--- config.mk ---
export PLATFORM = sky130hd
export DESIGN_NAME = rx_frame_queue
export DESIGN_NICKNAME = d
export VERILOG_FILES = /design/src/rtl/rx_frame_queue.sv
export SDC_FILE = /design/constraint.sdc
export NUM_CORES = 1
export LEC_CHECK = 0
export BUFFER_PORTS_ARGS = -buffer_cell sky130_fd_sc_hd__buf_2
export CAP_MARGIN = 10
export CORE_UTILIZATION = 45
export CTS_CLUSTER_SIZE = 24
export DETAILED_ROUTE_END_ITERATION = 7
export SYNTH_ARGS = -nofsm -noshare
export SYNTH_HDL_FRONTEND = slang
export SYNTH_SLANG_ARGS = --single-unit
--- constraint.sdc ---
create_clock -name clk -period 6.75 [get_ports clk]
set_clock_uncertainty 0.2 [all_clocks]
set_input_delay 0.675 -clock clk [delete_from_list [all_inputs] [get_ports clk]]
set_output_delay 0.675 -clock clk [all_outputs]
set_load 0.03 [all_outputs]
--- src/rtl/rx_frame_queue.sv ---
module rx_frame_queue #(
  parameter int DEPTH  = 6,
  parameter int DATA_W = 32,
  parameter int ATTR_W = 7
) (
  input  logic              clk,
  input  logic              rst_n,
  input  logic              enable,
  input  logic              wr_valid,
  input  logic              wr_taken,
  input  logic [DATA_W-1:0] wr_data,
  input  logic [ATTR_W-1:0] wr_attr,
  input  logic              clr_avail,
  input  logic              clr_warn,
  input  logic              clr_ovf,
  input  logic              mask_avail,
  input  logic              mask_warn,
  input  logic              mask_ovf,
  output logic [DATA_W-1:0] head_data,
  output logic [ATTR_W-1:0] head_attr,
  output logic              flag_avail,
  output logic              flag_warn,
  output logic              flag_ovf,
  output logic              irq_avail,
  output logic              irq_warn,
  output logic              irq_ovf
);
  localparam int PW = (DEPTH > 1) ? $clog2(DEPTH) : 1;
  localparam int CW = $clog2(DEPTH + 1);
  localparam int EW = DATA_W + ATTR_W;
  localparam logic [CW-1:0] FULL_CNT = CW'(DEPTH);
  localparam logic [CW-1:0] WARN_PRE = CW'(DEPTH - 2);
  localparam logic [PW-1:0] LAST_IX  = PW'(DEPTH - 1);

  logic [EW-1:0] mem [DEPTH];
  logic [PW-1:0] rd_ptr, wr_ptr;
  logic [CW-1:0] count;

  wire offered = enable && wr_valid && !wr_taken;
  wire pop     = enable && clr_avail && (count != '0);
  wire full    = (count == FULL_CNT);
  wire push    = offered && (!full || pop);
  wire drop    = offered && full && !pop;

  always_ff @(posedge clk) begin
    if (push) mem[wr_ptr] <= {wr_attr, wr_data};
  end

  always_ff @(posedge clk) begin
    if (!rst_n || !enable) begin
      rd_ptr    <= '0;
      wr_ptr    <= '0;
      count     <= '0;
      flag_warn <= 1'b0;
      flag_ovf  <= 1'b0;
    end else begin
      if (push) wr_ptr <= (wr_ptr == LAST_IX) ? '0 : wr_ptr + 1'b1;
      if (pop)  rd_ptr <= (rd_ptr == LAST_IX) ? '0 : rd_ptr + 1'b1;
      count <= count + CW'(push) - CW'(pop);
      if (push && !pop && count == WARN_PRE) flag_warn <= 1'b1;
      else if (clr_warn)                     flag_warn <= 1'b0;
      if (drop)         flag_ovf <= 1'b1;
      else if (clr_ovf) flag_ovf <= 1'b0;
    end
  end

  assign flag_avail = (count != '0);
  assign head_data  = flag_avail ? mem[rd_ptr][DATA_W-1:0] : '0;
  assign head_attr  = flag_avail ? mem[rd_ptr][EW-1:DATA_W] : '0;
  assign irq_avail  = flag_avail & mask_avail;
  assign irq_warn   = flag_warn & mask_warn;
  assign irq_ovf    = flag_ovf & mask_ovf;

  p_capacity_r3: assert property (@(posedge clk) disable iff (!rst_n)
    count <= FULL_CNT);
  p_disabled_r2: assert property (@(posedge clk) disable iff (!rst_n)
    !enable |=> (count == '0 && !flag_warn && !flag_ovf));
  p_pop_r5: assert property (@(posedge clk) disable iff (!rst_n)
    (enable && clr_avail && count != '0 && !push) |=> count == $past(count) - 1'b1);
  p_empty_pop_r5: assert property (@(posedge clk) disable iff (!rst_n)
    (enable && count == '0 && !wr_valid) |=> count == '0);
  p_warn_edge_r6: assert property (@(posedge clk) disable iff (!rst_n)
    (enable && $rose(flag_warn)) |-> ($past(count) == WARN_PRE && count == WARN_PRE + 1'b1));
  p_ovf_set_r7: assert property (@(posedge clk) disable iff (!rst_n)
    (enable && wr_valid && !wr_taken && full && !clr_avail) |=> flag_ovf);
  p_no_ovf_taken_r8: assert property (@(posedge clk) disable iff (!rst_n)
    (!flag_ovf && (!wr_valid || wr_taken)) |=> !flag_ovf);
  p_full_swap_r11: assert property (@(posedge clk) disable iff (!rst_n)
    (enable && full && clr_avail && wr_valid && !wr_taken && !flag_ovf && !clr_ovf)
      |=> (count == FULL_CNT && !flag_ovf));
endmodule

* Yosys cells after proc, flatten, opt, wreduce, memory -nomap -nowiden
Memories as Yosys holds them, arrays and structs flattened. A register that Yosys moved wholly into a read port is not among the register bits.
Index checks and enable logic that the tools add are counted.
W data, S select, Z words.
** Storage, ports and cells
- Register bits after elaboration :: 11
- Memory bits (writable) :: 234
- Input bits :: 50
- Output and inout bits :: 45
- Logic and storage cells :: 48
- Memories kept :: 1
** Operators by class
- $add $sub $neg :: 4
- Equality and inequality tests :: 4
- Multiplexer cells :: 12
- Bitwise operators :: 3
- Reduce and logical (&&, ||, !) cells :: 19
** Memories
- mem :: depth 6, bits a word 39, read ports 1, clocked after Yosys merged registers in 1, write ports 1, RTL line 35 : logic [EW-1:0] mem [DEPTH];
** Operator list (number)
- $mux W32 :: 1
- $eq A3 B3 Y1 const B :: 4
- $mux W3 :: 4
- $logic_and A1 B1 Y1 :: 9
- $mux W7 :: 1
- $add A3 B1 Y3 const B :: 2
- $mux W1 :: 6
- $logic_not A1 Y1 :: 5
- $reduce_bool A2 Y1 :: 2
- $add A3 B1 Y3 :: 1
- $and A1 B1 Y1 :: 3
- $reduce_bool A3 Y1 :: 1
- $sub A3 B1 Y3 :: 1
- $logic_or A1 B1 Y1 :: 2

* Longest topological paths before layout
Gate-level depths: netlist of run 1.
- Word-level depth :: 7
- Mapped depth :: 9
- Depth with buffers taken out :: 9

* Least setup slack after synthesis of run 1
OpenSTA, ideal clock, no wires.
- Path type :: input-to-reg
- Start point :: input port wr_taken
- End point :: memory mem[4][0] (netlist name) (enable)
- Setup time :: 0.546 ns
- Data arrival time :: 5.200 ns
- Data required time :: 6.004 ns
- Path slack :: 0.804 ns
- Stages :: 3
- Buffers on the path :: 0
- Cells stage by stage :: and3b_1 nand2_1 nor4b_1
** Between the ends
- Longest elaborated chain between the ends :: 5
** RTL lines
- start, declared :: RTL line 10 : input logic wr_taken,
- $logic_not A1 Y1 :: RTL line 39 : wire offered = enable && wr_valid && !wr_taken;
- $logic_and A1 B1 Y1 :: RTL line 39
- $logic_and A1 B1 Y1 :: RTL line 42 : wire push = offered && (!full || pop);
- $mux W1 :: RTL line 46 : if (push) mem[wr_ptr] <= {wr_attr, wr_data};
- $mux W1 (not written as such) :: RTL line 46
- end, declared :: RTL line 35
No other way between the ends.

==> results.txt, run 1 <==
Mapped Area: 9450 sq um
max cap viols: 0
M2 GR Usage: 31.8%
Reg clk slew, reported paths: 0.06 ns
Resized cells post-CTS: 0
Rel. slew slack: 22.5%
multi-input logic area: 1980 sq um
via count: 5,447
antenna violations before repair: 2
outcome: finished clean
Syn Inst Count: 585
maximum VDD drop: 0.210 mV
gpl congestion: 0.727
CP endpoint kind: output port
largest net degree at the start of global routing: 99
setup violators final: 0
Post-DRT Antenna Nets: 0
WP data arrival: 3.15 ns
Rows: 52
Global Route Usage Sum: 18.8%
Synth Flop Type: edfxtp_1
Worst Setup Start Kind: register
CTS tree: yes
final worst path period share: 59.6%
total CTS buffers: 26
fmax: 0.248 GHz
final instance area: 11,100 sq um
num ports: 95
drt via density: 5.60
Clock Tree Buf Depth: 3
hold_buf cts: 0
final net count: 735
crit path time final: 4.03 ns
Worst-Margin Slew: 1.16 ns
PwrDens: 287 nW/um^2
FILL cells: 1,702
Worst Slack Setup Final: 2.72 ns
share of cells above drive strength 1: 22.1%
flops & latches, synth: 248
unrepaired setup endpoints after global routing: no
Initial Utilization: 46.3%
worst-path fanout max: 98
worst path required time: 5.88 ns
top cell type's share of synthesized area: 74.4%
core area: 20,400 sq um
M3 GR Usage: 3.29%
Area growth, synth to finish: 17.3%
remaining global-route overflow: 0
final hold slack: 0.197 ns
Final TNS setup: 0 ns
register area: 7310 sq um
Yosys cell types: 38
Synth top cells by count: edfxtp_1 (234), nor2b_1 (79), a211oi_1 (78)
count of input and output buffers: 94
max-slew violations: 0
CP Class: register to output port
die width: 147 microns
number of synthesized flops with an enable pin: 234
global-route wire length before repair: 30.8 mm
die area: 21,600 sq um
postcts setup bufs: 0
Avg WL per Cell: 20.7 microns
number of H-tree levels: 1
detailed-route DRC error count: 0
die height: 147 microns
Finished Core Util: 54.3%
average size of a mapped cell: 16.2 sq um
LEAKAGE: 0.00370 uW
share of async-settable or async-resettable flops after synthesis: 0%
clock root buffer master: clkbuf_16
gr busiest metal: met2
hpwl dp: 10.7 mm
Synth area leader: edfxtp_1
pre-CTS WS: 3.21 ns
post-synthesis net count: 639
top-count cell post-synth: edfxtp_1
Post-DP Area: 10,200 sq um
post-synthesis sequential area ratio: 77.3%
drt pass-1 iters: 4
vias in the first global route: 5,491
Total Wirelength: 20.1 mm
clock latency on the worst-skew pair: 0.51 ns
Ys Warns: 0
met1 Use GR: 25.0%
Detailed Route Iter0 Violations: 373
Synth area leaders: edfxtp_1 (74%), a211oi_1 (6.2%), nor2b_1 (5.2%)
Hold WC Path Type: primary input to register
Final Hold Fails: 0
CTS sink cnt: 248
final cells by class:
| cell class | instances | area share [%] |
|---|---|---|
| well taps | 270 | 3.05 |
| inverters | 10 | 0.339 |
| clock buffers | 38 | 6.65 |
| multi-input cells | 290 | 17.9 |
| clock inverters | 10 | 1.11 |
| repair buffers | 105 | 4.99 |
| diodes | 2 | 0.0451 |
| flip-flops and latches | 248 | 65.9 |
logic make-up after synthesis:
kind of cell    count (synthesis)  synth area share [%]
fa+ha+maj                       4                 0.609
buf+inv                        47                  2.13
compound gates                129                  9.55
simple gates                  154                  10.1
mux                             1                 0.119
flops                         248                  77.3
xor+xnor                        2                 0.185
layer usage:
metal  wire length, microns  vias up  share of wire, %
met3                   1300       37               6.4
li1                       -     2554                 -
met5                      0        -                 0
met1                   8810     2703                44
met2                   9600      153                48
met4                    408        0               2.0
flip-flops by register name (all words and copies together), names as in the netlist, named ones only:
register   count
count          3
flag_ovf       1
flag_warn      1
rd_ptr         3
wr_ptr         3
mem          234
report_power, final:
part           switching (uW)  total (uW)  internal [uW]
Combinational            57.4        84.2           26.8
Sequential               2.21        1690           1690
Clock                     542        1410            868
path summary, 6_finish.rpt:
check / slack [ns] / from / cells past startpoint / to
worst min register to register: 0.30 / rd_ptr[0] / 2 / register
worst max register to register: 4.18 / count[0] / 9 / count[2]
worst max-delay path: 2.72 / register / 4 / head_data[3]
worst min-delay path: 0.20 / wr_attr[4] / 1 / mem[4][36]
stage by stage:
step | std cells | power (uW)
finish | 973 | 3190
global placement | 923 | 1810
floorplan | 585 | 1760
CTS | 971 | 3220
global route | 971 | 3280
detailed placement | 923 | 1810
placed cells by master (no fill, tap or decap), types with 2 or more instances in the layout:
cell,netlist,final
nor4b_2,0,2
clkbuf_8,0,2
and2_1,3,3
nor2b_1,79,79
nor3_2,0,2
xnor2_1,2,2
nor4_1,40,39
nand2b_2,0,2
ha_1,3,3
diode_2,0,2
edfxtp_1,234,234
inv_2,2,3
buf_2,17,94
dfxtp_1,14,13
nand3_1,2,2
clkinv_2,0,2
a21oi_1,6,6
buf_4,1,11
bufinv_16,0,3
inv_1,8,7
nor2_1,7,6
clkbuf_16,0,27
o21ai_1,2,2
clkbuf_1,14,9
o22ai_1,39,39
clkinv_1,0,4
nand2_1,5,4
a211oi_1,78,78
and3_1,3,3
worst max-delay path, stage by stage, from the launching register on:
cell and delay [ns]:
dfxtp_4 0.71, buf_4 0.80, a211oi_1 0.16, nor4_1 0.55, buf_2 0.30
Note: power is estimated with default switching activity, not from simulation.
==> run 2, diff against run 1 <==
--- a/config.mk
+++ b/config.mk
@@ -10,6 +10,7 @@
 export CORE_UTILIZATION = 45
 export CTS_CLUSTER_SIZE = 24
 export DETAILED_ROUTE_END_ITERATION = 7
+export PLACE_DENSITY = 0.66
 export SYNTH_ARGS = -nofsm -noshare
 export SYNTH_HDL_FRONTEND = slang
 export SYNTH_SLANG_ARGS = --single-unit
==> constraint.sdc (replaced) <==
create_clock -name clk -period 3.3 [get_ports clk]
set_clock_uncertainty 0.2 [all_clocks]
set_input_delay 0.33 -clock clk [delete_from_list [all_inputs] [get_ports clk]]
set_output_delay 0.33 -clock clk [all_outputs]
set_load 0.03 [all_outputs]
==> run 2 against run 1 <==
  * Sequential cell count stayed put
  * Clock power is 87% higher
  * Sequential power is 100% higher
  * Utilization is 2.4 points higher
  * Register-to-register slack worse by 3.7 ns
  * Final area is 4.4% higher
  * Total power is 98% higher
  * Routed wire length is 1.4% lower
  * Via count is 2.8% higher
==> results.txt, run 2 (synthesis gave the netlist of run 1 again) <==
outcome: finished clean
final net count: 787
CP Class: register to output port
LEAKAGE: 0.00389 uW
via count: 5,601
gpl congestion: 0.739
worst-path fanout max: 19
crit path time final: 3.04 ns
vias in the first global route: 5,770
Hold WC Path Type: primary input to register
post-route insts no fill: 1,020
share of cells above drive strength 1: 21.5%
max-slew violations: 0
number of H-tree levels: 1
drt pass-1 iters: 4
maximum VDD drop: 0.365 mV
Avg WL per Cell: 19.4 microns
fmax: 0.329 GHz
die width: 147 microns
global-route wire length before repair: 31.1 mm
die area: 21,600 sq um
count of input and output buffers: 94
detailed-route DRC error count: 0
postcts setup bufs: 0
commonest cells after routing, fill and taps aside: edfxtp_1 (234), buf_2 (94), nor2b_1 (79)
clock latency on the worst-skew pair: 0.51 ns
CP endpoint kind: output port
Worst Setup Start Kind: register
Reg clk slew, reported paths: 0.06 ns
num ports: 95
antenna violations before repair: 1
Worst-Margin Slew: 0.820 ns
Detailed Route Iter0 Violations: 293
Rows: 52
final hold slack: 0.0263 ns
Clock Tree Buf Depth: 3
die height: 147 microns
Finished Core Util: 56.7%
CTS tree: yes
drt via density: 5.49
max cap viols: 0
core area: 20,400 sq um
remaining global-route overflow: 0
unrepaired setup endpoints after global routing: no
Post-DRT Antenna Nets: 0
PwrDens: 545 nW/um^2
final worst path period share: 92.2%
Pwr Total: 6310 uW
pre-CTS WS: 0.748 ns
WP data arrival: 2.51 ns
Global Route Usage Sum: 18.7%
setup violators final: 0
largest net degree at the start of global routing: 78
CTS sink cnt: 248
Rel. slew slack: 45.3%
Initial Utilization: 46.3%
worst path required time: 2.77 ns
Worst Slack Setup Final: 0.258 ns
Top reg by flops: mem
Cells after DPL: 932
hpwl dp: 11.2 mm
Area growth, synth to finish: 22.5%
clock root buffer master: clkbuf_16
total CTS buffers: 25
Final Hold Fails: 0
max reg flops: 234
most common cell after layout, fill and taps aside: edfxtp_1
Total Wirelength: 19.8 mm
-- run 2: cell count changes in the layout (fill, tap and decap cells not counted), moves of 2 or more --
cell / delta
dlygate4sd3_1: +44
buf_4: +5
buf_12: +4
clkbuf_1: -3
clkbuf_16: -2
clkbuf_8: -2
inv_6: +2
nor4b_2: -2
nor4b_4: +2
-- run 2: area by class of cell --
class                      instances  area [sq um]
fill                            1628          8850
sequential                       248          7310
multi-input combinational        290          2020
timing repair buffer             158          1110
clock buffer                      31           648
tap                              270           338
clock inverter                    12           114
inverter                          10          37.5
antenna                            1          2.50
-- run 2: through the flow --
step / instance area [sq um] / TNS (ns)
2_1_floorplan: 9470 / -43.06
3_3_place_gp: 10400 / 0
3_5_place_dp: 10400 / 0
4_1_cts: 11600 / 0
5_1_grt: 11600 / 0
6_report: 11600 / 0
-- run 2: path summary, 6_finish.rpt --
check	startpoint	slack, ns	depth (start not counted)	to
setup / recovery	register	0.26	5	head_attr[2]
hold / removal	wr_taken	0.03	4	wr_ptr[0]
setup reg to reg	count[1]	0.45	7	count[1]
hold reg to reg	rd_ptr[0]	0.30	2	rd_ptr[0]
-- run 2: report_power, final --
group	leakage, uW	total, uW	switching (uW)	internal, uW
clock network	0.000368	2630	1090	1550
registers	0.00222	3460	4.86	3460
logic	0.00130	214	125	89.1
total	0.00389	6310	1220	5090
-- run 2: per-layer routing --
| metal | part of all wire, % | global-route usage (%) | up-vias |
|---|---|---|---|
| met5 | 0 | 0 | - |
| met4 | 1.1 | 4.43 | 0 |
| met3 | 5.9 | 3.01 | 13 |
| met2 | 49 | 31.1 | 179 |
| met1 | 44 | 25.9 | 2766 |
| li1 | - | - | 2643 |
-- run 2: critical path, stage by stage, from the launching register on --
cell	delay [ns]
dfxtp_1	0.39
or2_2	0.45
buf_4	0.29
a211oi_1	0.07
nor4_1	0.51
buf_2	0.29
-- run 2: what timing repair did --
action,in CTS,in global routing
hold buffers,44,0
gates resized for setup,0,0
endpoints found under the setup margin,0,0
hold endpoints to repair,238,0
